[config.mk]
export PLATFORM = sky130hd
export DESIGN_NAME = cal_read_level
export DESIGN_NICKNAME = d
export VERILOG_FILES = /design/src/rtl/cal_pkg.sv /design/src/rtl/cal_pulse_gen.sv /design/src/rtl/cal_score.sv /design/src/rtl/cal_window.sv /design/src/rtl/cal_read_level.sv
export SDC_FILE = /design/constraint.sdc
export NUM_CORES = 1
export LEC_CHECK = 0
export ABC_AREA = 1
export CAP_MARGIN = 40
export CORE_ASPECT_RATIO = 1.4
export CORE_MARGIN = 2
export CORE_UTILIZATION = 40
export CTS_CLUSTER_DIAMETER = 40
export CTS_CLUSTER_SIZE = 14
export DETAILED_ROUTE_END_ITERATION = 12
export GPL_ROUTABILITY_DRIVEN = 0
export HOLD_SLACK_MARGIN = 0.06
export PLACE_DENSITY = 0.71
export SLEW_MARGIN = 20
export SYNTH_ARGS = -nofsm -noshare
export SYNTH_HDL_FRONTEND = slang
export SYNTH_SLANG_ARGS = --single-unit
[constraint.sdc]
create_clock -name clk_i -period 2.09 [get_ports clk_i]
set_input_delay 0.209 -clock clk_i [delete_from_list [all_inputs] [get_ports clk_i]]
set_output_delay 0.209 -clock clk_i [all_outputs]
set_load 0.005 [all_outputs]
[src/rtl/cal_pkg.sv]
package cal_pkg;

  typedef enum logic [1:0] {
    PK_DLY_RST,
    PK_DLY_INC,
    PK_SLIP_RST,
    PK_SLIP_INC
  } pulse_kind_e;

  typedef enum logic [1:0] {
    PS_IDLE,
    PS_SEL,
    PS_STB,
    PS_CLR
  } pulse_stage_e;

  typedef enum logic [4:0] {
    ST_IDLE,
    ST_INIT_D,
    ST_INIT_S,
    ST_SRCH_S0,
    ST_SCAN_D0,
    ST_SCAN_REQ,
    ST_SCAN_RES,
    ST_SCAN_INC,
    ST_SLIP_EVAL,
    ST_SLIP_INC,
    ST_APPLY_SR,
    ST_APPLY_SI,
    ST_CTR_D0,
    ST_LO_REQ,
    ST_LO_RES,
    ST_LO_INC,
    ST_HI_INC,
    ST_HI_REQ,
    ST_HI_RES,
    ST_SET_D0,
    ST_SET_W,
    ST_SET_I,
    ST_MOD_DONE,
    ST_DONE
  } cal_state_e;

endpackage

[src/rtl/cal_pulse_gen.sv]
module cal_pulse_gen
  import cal_pkg::*;
#(
  parameter int NUM_MODULES = 2,
  parameter int MOD_W       = 1
) (
  input  logic                   clk_i,
  input  logic                   rst_ni,
  input  logic                   req_i,
  input  pulse_kind_e            kind_i,
  input  logic [MOD_W-1:0]       mod_i,
  output logic [NUM_MODULES-1:0] sel_o,
  output logic                   dly_rst_o,
  output logic                   dly_inc_o,
  output logic                   slip_rst_o,
  output logic                   slip_inc_o,
  output logic                   done_o
);

  pulse_stage_e           stage_q;
  pulse_kind_e            kind_q;
  logic [MOD_W-1:0]       mod_q;
  logic [NUM_MODULES-1:0] onehot;

  always_ff @(posedge clk_i or negedge rst_ni) begin
    if (!rst_ni) begin
      stage_q <= PS_IDLE;
      kind_q  <= PK_DLY_RST;
      mod_q   <= '0;
    end else begin
      unique case (stage_q)
        PS_IDLE: if (req_i) begin
          stage_q <= PS_SEL;
          kind_q  <= kind_i;
          mod_q   <= mod_i;
        end
        PS_SEL:  stage_q <= PS_STB;
        PS_STB:  stage_q <= PS_CLR;
        default: stage_q <= PS_IDLE;
      endcase
    end
  end

  always_comb begin
    onehot        = '0;
    onehot[mod_q] = 1'b1;
  end

  assign sel_o      = (stage_q == PS_SEL || stage_q == PS_STB) ? onehot : '0;
  assign dly_rst_o  = (stage_q == PS_STB) && (kind_q == PK_DLY_RST);
  assign dly_inc_o  = (stage_q == PS_STB) && (kind_q == PK_DLY_INC);
  assign slip_rst_o = (stage_q == PS_STB) && (kind_q == PK_SLIP_RST);
  assign slip_inc_o = (stage_q == PS_STB) && (kind_q == PK_SLIP_INC);
  assign done_o     = (stage_q == PS_CLR);

  logic any_stb;
  assign any_stb = dly_rst_o | dly_inc_o | slip_rst_o | slip_inc_o;


  strobe_sel_onehot_chk: assert property (@(posedge clk_i) disable iff (!rst_ni)
    any_stb |-> $countones(sel_o) == 1);

  one_strobe_chk: assert property (@(posedge clk_i) disable iff (!rst_ni)
    $onehot0({dly_rst_o, dly_inc_o, slip_rst_o, slip_inc_o}));

  sel_clear_chk: assert property (@(posedge clk_i) disable iff (!rst_ni)
    any_stb |=> (sel_o == '0) && !any_stb);

endmodule

[src/rtl/cal_score.sv]
module cal_score #(
  parameter int NUM_TAPS = 32,
  parameter int MAX_ERR  = 512,
  parameter int ERR_W    = 16,
  parameter int SLIP_W   = 3,
  parameter int SCORE_W  = 20
) (
  input  logic              clk_i,
  input  logic              rst_ni,
  input  logic              clr_all_i,
  input  logic              clr_scan_i,
  input  logic              add_i,
  input  logic [ERR_W-1:0]  err_i,
  input  logic              eval_i,
  input  logic [SLIP_W-1:0] slip_i,
  output logic [SLIP_W-1:0] best_slip_o
);

  localparam logic [31:0] MAX_E  = 32'(MAX_ERR);
  localparam logic [31:0] PASS_W = 32'(MAX_ERR * NUM_TAPS);

  logic [SCORE_W-1:0] score_q, best_q;
  logic [SLIP_W-1:0]  best_slip_q;
  logic [31:0]        err_ext, err_sat, term;

  always_comb begin
    err_ext = 32'(err_i);
    err_sat = (err_ext > MAX_E) ? MAX_E : err_ext;
    term    = ((err_i == '0) ? PASS_W : 32'd0) + (MAX_E - err_sat);
  end

  always_ff @(posedge clk_i or negedge rst_ni) begin
    if (!rst_ni) begin
      score_q     <= '0;
      best_q      <= '0;
      best_slip_q <= '0;
    end else begin
      if (clr_scan_i) score_q <= '0;
      else if (add_i) score_q <= score_q + SCORE_W'(term);
      if (clr_all_i) begin
        best_q      <= '0;
        best_slip_q <= '0;
      end else if (eval_i && (score_q > best_q)) begin
        best_q      <= score_q;
        best_slip_q <= slip_i;
      end
    end
  end

  assign best_slip_o = best_slip_q;


  best_monotonic_chk: assert property (@(posedge clk_i) disable iff (!rst_ni)
    !clr_all_i |=> best_q >= $past(best_q));

endmodule

[src/rtl/cal_window.sv]
module cal_window #(
  parameter int TAP_W = 5
) (
  input  logic             clk_i,
  input  logic             rst_ni,
  input  logic             clr_i,
  input  logic             min_we_i,
  input  logic [TAP_W:0]   min_val_i,
  input  logic             max_we_i,
  input  logic [TAP_W:0]   max_val_i,
  output logic [TAP_W-1:0] center_o
);

  logic [TAP_W:0]   min_q, max_q;
  logic             found_q;
  logic [TAP_W+1:0] sum;

  always_ff @(posedge clk_i or negedge rst_ni) begin
    if (!rst_ni) begin
      min_q   <= '0;
      max_q   <= '0;
      found_q <= 1'b0;
    end else if (clr_i) begin
      min_q   <= '0;
      max_q   <= '0;
      found_q <= 1'b0;
    end else begin
      if (min_we_i) begin
        min_q   <= min_val_i;
        found_q <= 1'b1;
      end
      if (max_we_i) max_q <= max_val_i;
    end
  end

  assign sum      = {1'b0, min_q} + {1'b0, max_q};
  // midpoint wraps by truncation to TAP_W bits
  assign center_o = found_q ? sum[TAP_W:1] : '0;


  max_after_min_chk: assert property (@(posedge clk_i) disable iff (!rst_ni)
    (max_we_i && found_q && !clr_i) |-> max_val_i > min_q);

endmodule

[src/rtl/cal_read_level.sv]
module cal_read_level
  import cal_pkg::*;
#(
  parameter int NUM_MODULES   = 2,
  parameter int NUM_TAPS      = 32,
  parameter int NUM_SLIPS     = 8,
  parameter int MAX_ERR       = 512,
  parameter int ERR_W         = 16,
  parameter int SETTLE_CYCLES = 100,
  localparam int MOD_W  = (NUM_MODULES > 1) ? $clog2(NUM_MODULES) : 1,
  localparam int TAP_W  = $clog2(NUM_TAPS),
  localparam int SLIP_W = $clog2(NUM_SLIPS)
) (
  input  logic                            clk_i,
  input  logic                            rst_ni,
  input  logic                            start_i,
  output logic                            chk_valid_o,
  input  logic                            chk_ready_i,
  output logic [MOD_W-1:0]                chk_mod_o,
  input  logic                            res_valid_i,
  input  logic [ERR_W-1:0]                res_err_i,
  output logic [NUM_MODULES-1:0]          dly_sel_o,
  output logic                            dly_rst_o,
  output logic                            dly_inc_o,
  output logic                            slip_rst_o,
  output logic                            slip_inc_o,
  output logic                            done_o,
  output logic [NUM_MODULES*SLIP_W-1:0]   slip_sel_o,
  output logic [NUM_MODULES*TAP_W-1:0]    tap_sel_o
);

  localparam int SCORE_W = $clog2(NUM_TAPS * (MAX_ERR * NUM_TAPS + MAX_ERR) + 1);
  localparam int WAIT_W  = (SETTLE_CYCLES > 1) ? $clog2(SETTLE_CYCLES) : 1;
  localparam logic [TAP_W:0]    TAP_LAST  = (TAP_W+1)'(NUM_TAPS - 1);
  localparam logic [TAP_W:0]    TAP_END   = (TAP_W+1)'(NUM_TAPS);
  localparam logic [SLIP_W-1:0] SLIP_LAST = SLIP_W'(NUM_SLIPS - 1);
  localparam logic [MOD_W-1:0]  MOD_LAST  = MOD_W'(NUM_MODULES - 1);
  localparam logic [WAIT_W-1:0] WAIT_LAST = WAIT_W'(SETTLE_CYCLES - 1);

  cal_state_e         state_q;
  logic [MOD_W-1:0]   mod_q;
  logic [TAP_W:0]     tap_q;
  logic [SLIP_W-1:0]  slip_q, cnt_q;
  logic [TAP_W-1:0]   set_cnt_q;
  logic [WAIT_W-1:0]  wait_q;
  logic [SLIP_W-1:0]  slip_res_q [NUM_MODULES];
  logic [TAP_W-1:0]   tap_res_q  [NUM_MODULES];

  logic               pg_req, pg_done;
  pulse_kind_e        pg_kind;
  logic [SLIP_W-1:0]  best_slip;
  logic [TAP_W-1:0]   center;
  logic               res_pass;

  assign res_pass = (res_err_i == '0);

  always_comb begin
    pg_req  = 1'b1;
    pg_kind = PK_DLY_RST;
    unique case (state_q)
      ST_INIT_D, ST_SCAN_D0, ST_CTR_D0, ST_SET_D0: pg_kind = PK_DLY_RST;
      ST_INIT_S, ST_SRCH_S0, ST_APPLY_SR:          pg_kind = PK_SLIP_RST;
      ST_SCAN_INC, ST_LO_INC, ST_HI_INC, ST_SET_I: pg_kind = PK_DLY_INC;
      ST_SLIP_INC, ST_APPLY_SI:                    pg_kind = PK_SLIP_INC;
      default:                                     pg_req  = 1'b0;
    endcase
  end

  cal_pulse_gen #(
    .NUM_MODULES(NUM_MODULES),
    .MOD_W      (MOD_W)
  ) u_pulse (
    .clk_i     (clk_i),
    .rst_ni    (rst_ni),
    .req_i     (pg_req),
    .kind_i    (pg_kind),
    .mod_i     (mod_q),
    .sel_o     (dly_sel_o),
    .dly_rst_o (dly_rst_o),
    .dly_inc_o (dly_inc_o),
    .slip_rst_o(slip_rst_o),
    .slip_inc_o(slip_inc_o),
    .done_o    (pg_done)
  );

  cal_score #(
    .NUM_TAPS(NUM_TAPS),
    .MAX_ERR (MAX_ERR),
    .ERR_W   (ERR_W),
    .SLIP_W  (SLIP_W),
    .SCORE_W (SCORE_W)
  ) u_score (
    .clk_i      (clk_i),
    .rst_ni     (rst_ni),
    .clr_all_i  (state_q == ST_SRCH_S0 && pg_done),
    .clr_scan_i (state_q == ST_SCAN_D0 && pg_done),
    .add_i      (state_q == ST_SCAN_RES && res_valid_i),
    .err_i      (res_err_i),
    .eval_i     (state_q == ST_SLIP_EVAL),
    .slip_i     (slip_q),
    .best_slip_o(best_slip)
  );

  cal_window #(
    .TAP_W(TAP_W)
  ) u_window (
    .clk_i    (clk_i),
    .rst_ni   (rst_ni),
    .clr_i    (state_q == ST_CTR_D0 && pg_done),
    .min_we_i (state_q == ST_LO_RES && res_valid_i && res_pass),
    .min_val_i(tap_q),
    .max_we_i (res_valid_i &&
               ((state_q == ST_LO_RES && res_pass && tap_q == TAP_LAST) ||
                (state_q == ST_HI_RES && (!res_pass || tap_q == TAP_LAST)))),
    .max_val_i((state_q == ST_HI_RES && !res_pass) ? tap_q : TAP_END),
    .center_o (center)
  );

  always_ff @(posedge clk_i or negedge rst_ni) begin
    if (!rst_ni) begin
      state_q   <= ST_IDLE;
      mod_q     <= '0;
      tap_q     <= '0;
      slip_q    <= '0;
      cnt_q     <= '0;
      set_cnt_q <= '0;
      wait_q    <= '0;
      for (int i = 0; i < NUM_MODULES; i++) begin
        slip_res_q[i] <= '0;
        tap_res_q[i]  <= '0;
      end
    end else begin
      unique case (state_q)
        ST_IDLE, ST_DONE: if (start_i) begin
          mod_q   <= '0;
          state_q <= ST_INIT_D;
        end
        ST_INIT_D: if (pg_done) state_q <= ST_INIT_S;
        ST_INIT_S: if (pg_done) begin
          if (mod_q == MOD_LAST) begin
            mod_q   <= '0;
            state_q <= ST_SRCH_S0;
          end else begin
            mod_q   <= mod_q + 1'b1;
            state_q <= ST_INIT_D;
          end
        end
        ST_SRCH_S0: if (pg_done) begin
          slip_q  <= '0;
          state_q <= ST_SCAN_D0;
        end
        ST_SCAN_D0: if (pg_done) begin
          tap_q   <= '0;
          state_q <= ST_SCAN_REQ;
        end
        ST_SCAN_REQ: if (chk_ready_i) state_q <= ST_SCAN_RES;
        ST_SCAN_RES: if (res_valid_i) state_q <= ST_SCAN_INC;
        ST_SCAN_INC: if (pg_done) begin
          if (tap_q == TAP_LAST) state_q <= ST_SLIP_EVAL;
          else begin
            tap_q   <= tap_q + 1'b1;
            state_q <= ST_SCAN_REQ;
          end
        end
        ST_SLIP_EVAL: state_q <= (slip_q == SLIP_LAST) ? ST_APPLY_SR : ST_SLIP_INC;
        ST_SLIP_INC: if (pg_done) begin
          slip_q  <= slip_q + 1'b1;
          state_q <= ST_SCAN_D0;
        end
        ST_APPLY_SR: if (pg_done) begin
          cnt_q   <= '0;
          state_q <= (best_slip == '0) ? ST_CTR_D0 : ST_APPLY_SI;
        end
        ST_APPLY_SI: if (pg_done) begin
          cnt_q <= cnt_q + 1'b1;
          if (cnt_q + 1'b1 == best_slip) state_q <= ST_CTR_D0;
        end
        ST_CTR_D0: if (pg_done) begin
          tap_q   <= '0;
          state_q <= ST_LO_REQ;
        end
        ST_LO_REQ: if (chk_ready_i) state_q <= ST_LO_RES;
        ST_LO_RES: if (res_valid_i) begin
          if (tap_q == TAP_LAST) state_q <= ST_SET_D0;
          else                   state_q <= res_pass ? ST_HI_INC : ST_LO_INC;
        end
        ST_LO_INC: if (pg_done) begin
          tap_q   <= tap_q + 1'b1;
          state_q <= ST_LO_REQ;
        end
        ST_HI_INC: if (pg_done) begin
          tap_q   <= tap_q + 1'b1;
          state_q <= ST_HI_REQ;
        end
        ST_HI_REQ: if (chk_ready_i) state_q <= ST_HI_RES;
        ST_HI_RES: if (res_valid_i) begin
          state_q <= (!res_pass || tap_q == TAP_LAST) ? ST_SET_D0 : ST_HI_INC;
        end
        ST_SET_D0: if (pg_done) begin
          set_cnt_q <= '0;
          wait_q    <= '0;
          state_q   <= ST_SET_W;
        end
        ST_SET_W: begin
          if (wait_q == WAIT_LAST) begin
            wait_q  <= '0;
            state_q <= (set_cnt_q == center) ? ST_MOD_DONE : ST_SET_I;
          end else begin
            wait_q <= wait_q + 1'b1;
          end
        end
        ST_SET_I: if (pg_done) begin
          set_cnt_q <= set_cnt_q + 1'b1;
          state_q   <= ST_SET_W;
        end
        ST_MOD_DONE: begin
          slip_res_q[mod_q] <= best_slip;
          tap_res_q[mod_q]  <= center;
          if (mod_q == MOD_LAST) state_q <= ST_DONE;
          else begin
            mod_q   <= mod_q + 1'b1;
            state_q <= ST_SRCH_S0;
          end
        end
        default: state_q <= ST_IDLE;
      endcase
    end
  end

  assign chk_valid_o = (state_q == ST_SCAN_REQ) || (state_q == ST_LO_REQ) ||
                       (state_q == ST_HI_REQ);
  assign chk_mod_o   = mod_q;
  assign done_o      = (state_q == ST_DONE);

  for (genvar g = 0; g < NUM_MODULES; g++) begin : g_status
    assign slip_sel_o[g*SLIP_W +: SLIP_W] = slip_res_q[g];
    assign tap_sel_o[g*TAP_W +: TAP_W]    = tap_res_q[g];
  end


  chk_hold_chk: assert property (@(posedge clk_i) disable iff (!rst_ni)
    (chk_valid_o && !chk_ready_i) |=> chk_valid_o && $stable(chk_mod_o));

  no_req_in_flight_chk: assert property (@(posedge clk_i) disable iff (!rst_ni)
    (chk_valid_o && chk_ready_i) |=> !chk_valid_o);

  done_quiet_chk: assert property (@(posedge clk_i) disable iff (!rst_ni)
    done_o |-> !chk_valid_o && (dly_sel_o == '0));

endmodule

==> flow_metrics.env, run 1 <==
export IMPL_slowest_delay_ns=0.28
export IMPL_cts_root_buf="clkbuf_16"
export IMPL_grt_ovfl_total=0
export IMPL_fill_cells=1601
export IMPL_clkSinkCount=107
export IMPL_syn_instance_count=977
export IMPL_finalHoldViolCount=0
export IMPL_initial_core_util_pct=40.47
export IMPL_drt_vias_per_instance=5.224
export IMPL_post_route_period_util_pct=120.6
export IMPL_fmax_mhz=396.9
export IMPL_worstPathArrival_ns=2.77
export IMPL_syn_to_final_growth_pct=34.67
export IMPL_finalWirelength_um=19810
export IMPL_path_max_fanout=4
export IMPL_dr_first_iter_drc_count=421
export IMPL_holdCritPathClass="primary input to async pin"
export IMPL_io_buffers=45
export IMPL_path_buf_inv=3
export IMPL_p_leak_uw=0.004761
export IMPL_fin_util_pct=54.50
export IMPL_status="finished, violations left"
export IMPL_grt_pass1_wl_um=32490
export IMPL_first_pass_iters=5
export IMPL_hpwl_um=14900
export IMPL_netlist_cell_type_count=37
export IMPL_violations="negative setup slack"
export IMPL_clk_pin_slew_ns=0.07
export IMPL_synthFlopType="dfrtp_1"
export IMPL_worst_pin_slew_ns=0.5092
export IMPL_wl_per_cell_um=14.43
export IMPL_num_vias=7172
export IMPL_num_rows=58
export IMPL_fin_ws_ns=-0.4298
export IMPL_ios=46
export IMPL_pre_cts_slack_ns=-1.104
export IMPL_cp_data_required_time_ns=2.34
export IMPL_nets=1219
export IMPL_fin_crit_ns=2.520
export IMPL_die_x_um=117.4
export IMPL_dieArea_um2=19090
export IMPL_cpMaxStageDelayCell="ha_4"
export IMPL_die_y_um=162.7
export IMPL_finalSetupViolations=16
export IMPL_drc=0
export IMPL_cts_buffer_depth=2
export IMPL_drive_gt1_share_pct=24.01
export IMPL_relSlewSlack_pct=65.97
export IMPL_start_kind="primary input"
export IMPL_ys_async_sr_fraction_pct=100.0
export IMPL_tritoncts="done"
export IMPL_ir_drop_uv=620.3
export IMPL_yosys_warnings=0
export IMPL_end_kind="flip-flop"
export IMPL_crit_chain="buf_6 > or2_4 > nor3_4 > nand4_1 > nand2_2 > buf_6 > buf_6 > nand2_4 > ha_4 > ha_4 > nand4_1 > nor2_2 > nor2_4 > o21ai_4 > nand2_1 > nand2_2 > nand2_1 > nand2_1 > o21ai_1"
export IMPL_clk_latency_ns=0.36
export IMPL_synth_edf_count=0
export IMPL_globalRouteTotalUtil_pct=20.63
export IMPL_core_area_um2=17780
export IMPL_maxSlewViolCount=0
export IMPL_syn_area_per_cell_um2=7.365
export IMPL_finalClockSkew_ns=0.004271
export IMPL_antenna_found_initial=0
export IMPL_drv_cap=0
export IMPL_worst_setup_path_type="primary input to flip-flop"
export IMPL_synth_area_um2=7196
export IMPL_ys_seq_elements=107
export IMPL_yosysSeqAreaShare_pct=37.21
export IMPL_grt_pass1_vias=7216
export IMPL_powerDensity_nw_per_um2=1157
export IMPL_antenna_left=0
export IMPL_cts_buffers=9
export IMPL_rsz0062_at_grt="true"
export IMPL_num_antenna_cells=0
export IMPL_cts_htree_levels=3
export IMPL_grt_max_degree=42
export IMPL_path_delay_family="simple AND/OR/NAND/NOR gates"
-- path summary, 6_finish.rpt --
check / start / slack [ns] / depth (start not counted) / end
worst max-delay path: res_err_i[2] / -0.43 / 19 / u_score.score_q[12]$_DFFE_PN0P_
worst min-delay path: rst_ni / 0.33 / 2 / u_window.min_q[0]$_DFFE_PN0P_
worst max register to register: u_score.score_q[14]$_DFFE_PN0P_ / -0.17 / 11 / u_score.score_q[19]$_DFFE_PN0P_
worst min register to register: slip_sel_o[5]$_DFFE_PN0P_ / 0.49 / 2 / slip_sel_o[5]$_DFFE_PN0P_
max in group asynchronous: rst_ni / 1.19 / 3 / u_score.score_q[8]$_DFFE_PN0P_
min in group clk_i: res_err_i[0] / 0.43 / 5 / u_score.score_q[0]$_DFFE_PN0P_
-- layout make-up --
class | count | area, um2 | area share [%]
multi-input cells | 727 | 4628 | 47.76
flip-flops and latches | 107 | 2685 | 27.71
clock inverters | 7 | 76.32 | 0.7876
clock buffers | 9 | 225.2 | 2.324
inverters | 133 | 501.7 | 5.178
well taps | 240 | 300.3 | 3.099
repair buffers | 150 | 1274 | 13.14
-- state kept, by name, summed over array words and instances, names as in the netlist, 6 cells and up --
signal / cells
u_score.score_q: 20
wait_q: 7
tap_sel_o: 10
u_window.max_q: 6
tap_q: 6
slip_sel_o: 6
u_score.best_q: 20
u_window.min_q: 6
-- repair_timing --
item / CTS / global route
hold buffers: 1 / 0
setup endpoints to repair: 23 / 52
hold endpoints to repair: 28 / 0
buffers inserted: 15 / 10
pin swaps: 68 / 49
resized for setup: 135 / 49
-- power breakdown --
part           internal, uW  switching [uW]  total [uW]
Sequential             2310             266        2570
Clock                   934             814        1750
Combinational          3080            3810        6890
Total                  6320            4890       11200
-- worst reg2reg max path, delay by kind of cell, from the launching register on --
kind	cells	cell delay (ns)
simple gates	7	0.81
fa+ha+maj	2	0.80
flops	1	0.40
buf+inv	1	0.07
compound gates	1	0.07
-- per-layer routing --
metal	up-vias	share of wire [%]	global-route usage, %
li1	3547	-	-
met1	3413	38	21.48
met2	162	56	41.39
met3	50	3.4	2.346
met4	0	2.7	8.708
met5	-	0	0
-- stage by stage --
step | hold slack [ns] | total power (uW) | instances | instance area, um2 | setup TNS [ns]
floorplan | -0.08659 | 5928 | 982 | 7482 | -3.422
global placement | 0.1728 | 7769 | 1331 | 8795 | -14.96
detailed placement | 0.1754 | 7847 | 1331 | 8795 | -16.25
CTS | 0.3469 | 10470 | 1363 | 9472 | -3.237
global route | 0.3797 | 12010 | 1373 | 9691 | -7.584
finish | 0.3309 | 11210 | 1373 | 9691 | -5.658
-- synth_stat cells (4+ instances only) --
library cell | instances | area [um2]
nand2_1 | 230 | 863.3
inv_1 | 127 | 476.7
dfrtp_1 | 107 | 2678
o21ai_0 | 91 | 455.4
nor2_1 | 81 | 304.0
nand3_1 | 78 | 390.4
ha_1 | 67 | 838.3
a21oi_1 | 49 | 245.2
nor3_1 | 26 | 130.1
nand4_1 | 19 | 118.9
o21ai_1 | 16 | 80.08
xor2_1 | 9 | 78.83
buf_2 | 8 | 40.04
clkbuf_1 | 7 | 26.28
inv_2 | 6 | 22.52
nor2_2 | 6 | 37.54
a31oi_1 | 5 | 31.28
o22ai_1 | 5 | 31.28
o31ai_1 | 4 | 30.03
or2_2 | 4 | 25.02
-- cells in the final DEF (no fill, tap or decap), drive strengths merged, types with 4 or more instances in the layout --
cell / n
ha: 67
a21oi: 49
clkbuf: 10
o31ai: 4
inv: 134
dlygate4sd2: 4
dfrtp: 107
buf: 115
nor3b: 4
nand3: 78
nor2: 88
o21ai: 107
or2: 4
clkdlybuf4s50: 23
nor3: 27
clkinvlp: 5
nand2: 232
conb: 6
xor2: 9
a31oi: 5
o22ai: 5
dlymetal6s2s: 5
nand4: 19
-- cells by family after synthesis --
family,share of synthesized area (%)
other cells,0.05211
compound gates,13.68
xor+xnor,1.461
buf+inv,7.860
simple gates,27.25
fa+ha+maj,12.48
flops,37.21
No activity file was read; power rests on OpenSTA's default activity.
==> inputs of run 2 (changes only) <==
Settings changed: CELL_PAD_IN_SITES_DETAIL_PLACEMENT from default to 0, CELL_PAD_IN_SITES_GLOBAL_PLACEMENT from default to 1, PLACE_DENSITY 0.71 to 0.88.
==> flow_metrics.env, run 2 (same netlist as run 1, synthesis figures left out) <==
export IMPL_antenna_found_initial=0
export IMPL_cp_data_required_time_ns=2.38
export IMPL_dieArea_um2=19090
export IMPL_fin_crit_ns=2.463
export IMPL_status="finished, violations left"
export IMPL_num_rows=58
export IMPL_cpMaxStageDelayCell="fa_2"
export IMPL_nets=1216
export IMPL_num_vias=7047
export IMPL_grtUsageMet1_pct=22.59
export IMPL_dr_first_iter_drc_count=387
export IMPL_die_y_um=162.7
export IMPL_finalSetupViolations=16
export IMPL_cts_htree_levels=3
export IMPL_clkSinkCount=107
export IMPL_sequentialPowerShare_pct=23.9
export IMPL_drive_gt1_share_pct=23.27
export IMPL_drv_cap=0
export IMPL_powerDensity_nw_per_um2=1104
export IMPL_fin_ws_ns=-0.3734
export IMPL_slowest_delay_ns=0.41
export IMPL_wl_per_cell_um=14.58
export IMPL_clk_pin_slew_ns=0.07
export IMPL_met3_usage_pct=3.151
export IMPL_worst_setup_path_type="primary input to flip-flop"
export IMPL_first_pass_iters=5
export IMPL_grt_ovfl_total=0
export IMPL_grt_pass1_vias=6920
export IMPL_worst_pin_slew_ns=0.5498
export IMPL_whs_ns=0.3986
export IMPL_antenna_left=0
export IMPL_grt_max_degree=65
export IMPL_finalWirelength_um=19980
export IMPL_drc=0
export IMPL_cts_buffers=9
export IMPL_tritoncts="done"
export IMPL_final_common_cell="nand2_1"
export IMPL_switching_power_uw=4724
export IMPL_pwr_share_clk_pct=15.6
export IMPL_p_sw_share_pct=43.97
export IMPL_cts_buffer_depth=2
export IMPL_die_x_um=117.4
export IMPL_ios=46
export IMPL_fmax_mhz=405.9
export IMPL_final_cell_mix="nand2_1, inv_1, dfrtp_1"
export IMPL_initial_core_util_pct=40.47
export IMPL_comb_power_share_pct=60.5
export IMPL_rsz0062_at_grt="true"
export IMPL_hpwl_um=15250
export IMPL_finalHoldViolCount=0
export IMPL_cts_root_buf="clkbuf_16"
export IMPL_cpMostUsedCell="nand2_2"
export IMPL_post_route_period_util_pct=117.9
export IMPL_path_delay_family="simple AND/OR/NAND/NOR gates"
export IMPL_crit_chain="buf_6 > or2_4 > nor3_2 > nand4_1 > nand2_2 > buf_12 > nand2_4 > ha_4 > fa_2 > nand2_2 > nand2_2 > o21ai_2 > inv_2 > a21oi_4 > buf_6 > o21ai_4 > a21oi_1 > o21ai_1 > o21ai_1"
export IMPL_p_int_uw=6020
export IMPL_path_max_fanout=7
export IMPL_violations="negative setup slack"
export IMPL_finalPower_uw=10740
export IMPL_worstPathArrival_ns=2.75
export IMPL_clk_latency_ns=0.36
export IMPL_maxSlewViolCount=0
export IMPL_path_buf_inv=4
export IMPL_io_buffers=45
export IMPL_holdCritPathClass="primary input to async pin"
export IMPL_top_usage_layer="met2"
export IMPL_finalClockSkew_ns=0.009058
export IMPL_met2_usage_pct=40.27
export IMPL_p_leak_uw=0.004797
export IMPL_ir_drop_uv=1158
export IMPL_core_area_um2=17780
export IMPL_drt_vias_per_instance=5.144
export IMPL_relSlewSlack_pct=63.35
export IMPL_end_kind="flip-flop"
export IMPL_start_kind="primary input"
export IMPL_grt_pass1_wl_um=32400
export IMPL_globalRouteTotalUtil_pct=20.92
export IMPL_num_antenna_cells=0
export IMPL_syn_to_final_growth_pct=35.28
run 2: cell count changes in the layout (fill, tap and decap cells not counted), sizes merged:
cell           delta
clkinv            +3
dlygate4sd2       +4
clkdlybuf4s50     -2
dlymetal6s2s      +1
inv               +1
clkinvlp          -4
clkbuf            +6
bufinv            -1
buf              -11
run 2: timing repair:
action | CTS | global route
setup endpoints to repair | 21 | 53
endpoints found under the hold margin | 107 | 0
hold buffers | 1 | 0
pin swaps | 45 | 61
gates cloned | 0 | 3
resized for setup | 72 | 102
buffers inserted | 9 | 11
run 2: stage by stage:
step	instance area (um2)	util (%)	cells	TNS, ns	worst slack [ns]
floorplan	7482	-	982	-3.422	-0.4115
global placement	8775	49.35	1330	-15.19	-1.002
detailed placement	8775	49.35	1330	-16.25	-1.058
CTS	9269	52.13	1356	-3.305	-0.3594
global route	9734	54.75	1370	-6.504	-0.5541
finish	9734	54.75	1370	-3.408	-0.3734
run 2: layout make-up:
type,instances,area (um2)
clock buffer,10,239.0
timing repair buffer,147,1303
inverter,133,501.7
multi-input combinational,727,4662
sequential,107,2681
tap,240,300.3
fill,1649,8045
clock inverter,6,47.55
run 2: worst paths after layout:
kind                                           startpoint                               to  slack, ns  cells after the start
max                                          res_err_i[2]  u_score.score_q[11]$_DFFE_PN0P_      -0.37                     19
min                                                rst_ni    u_window.max_q[1]$_DFFE_PN0P_       0.40                      3
max reg2reg                u_score.score_q[1]$_DFFE_PN0P_  u_score.score_q[11]$_DFFE_PN0P_      -0.15                     13
min reg2reg                      tap_sel_o[0]$_DFFE_PN0P_         tap_sel_o[0]$_DFFE_PN0P_       0.49                      2
max in group asynchronous                          rst_ni           state_q[4]$_DFFE_PN0P_       1.20                      3
min in group clk_i                           res_err_i[0]   u_score.score_q[0]$_DFFE_PN0P_       0.42                      5
run 2: power by group through the flow:
stage,clock [uW],sequential (uW),combinational [uW]
floorplan,0,2550,3380
global placement,0,2590,5250
detailed placement,0,2600,5300
CTS,1720,2560,5830
global route,1790,2600,7180
finish,1670,2570,6500
run 2: tightest hold or removal path: stages:
cell           delay, ns
dlygate4sd3_1       0.53
buf_4               0.12
buf_12              0.30
run 2: routing by layer:
layer  vias up  wire length [um]  share of wire [%]
met3        53               554                2.8
li1       3530                 -                  -
met2       133             10750                 54
met1      3331              7892                 40
met5         -                 0                  0
met4         0               786                3.9
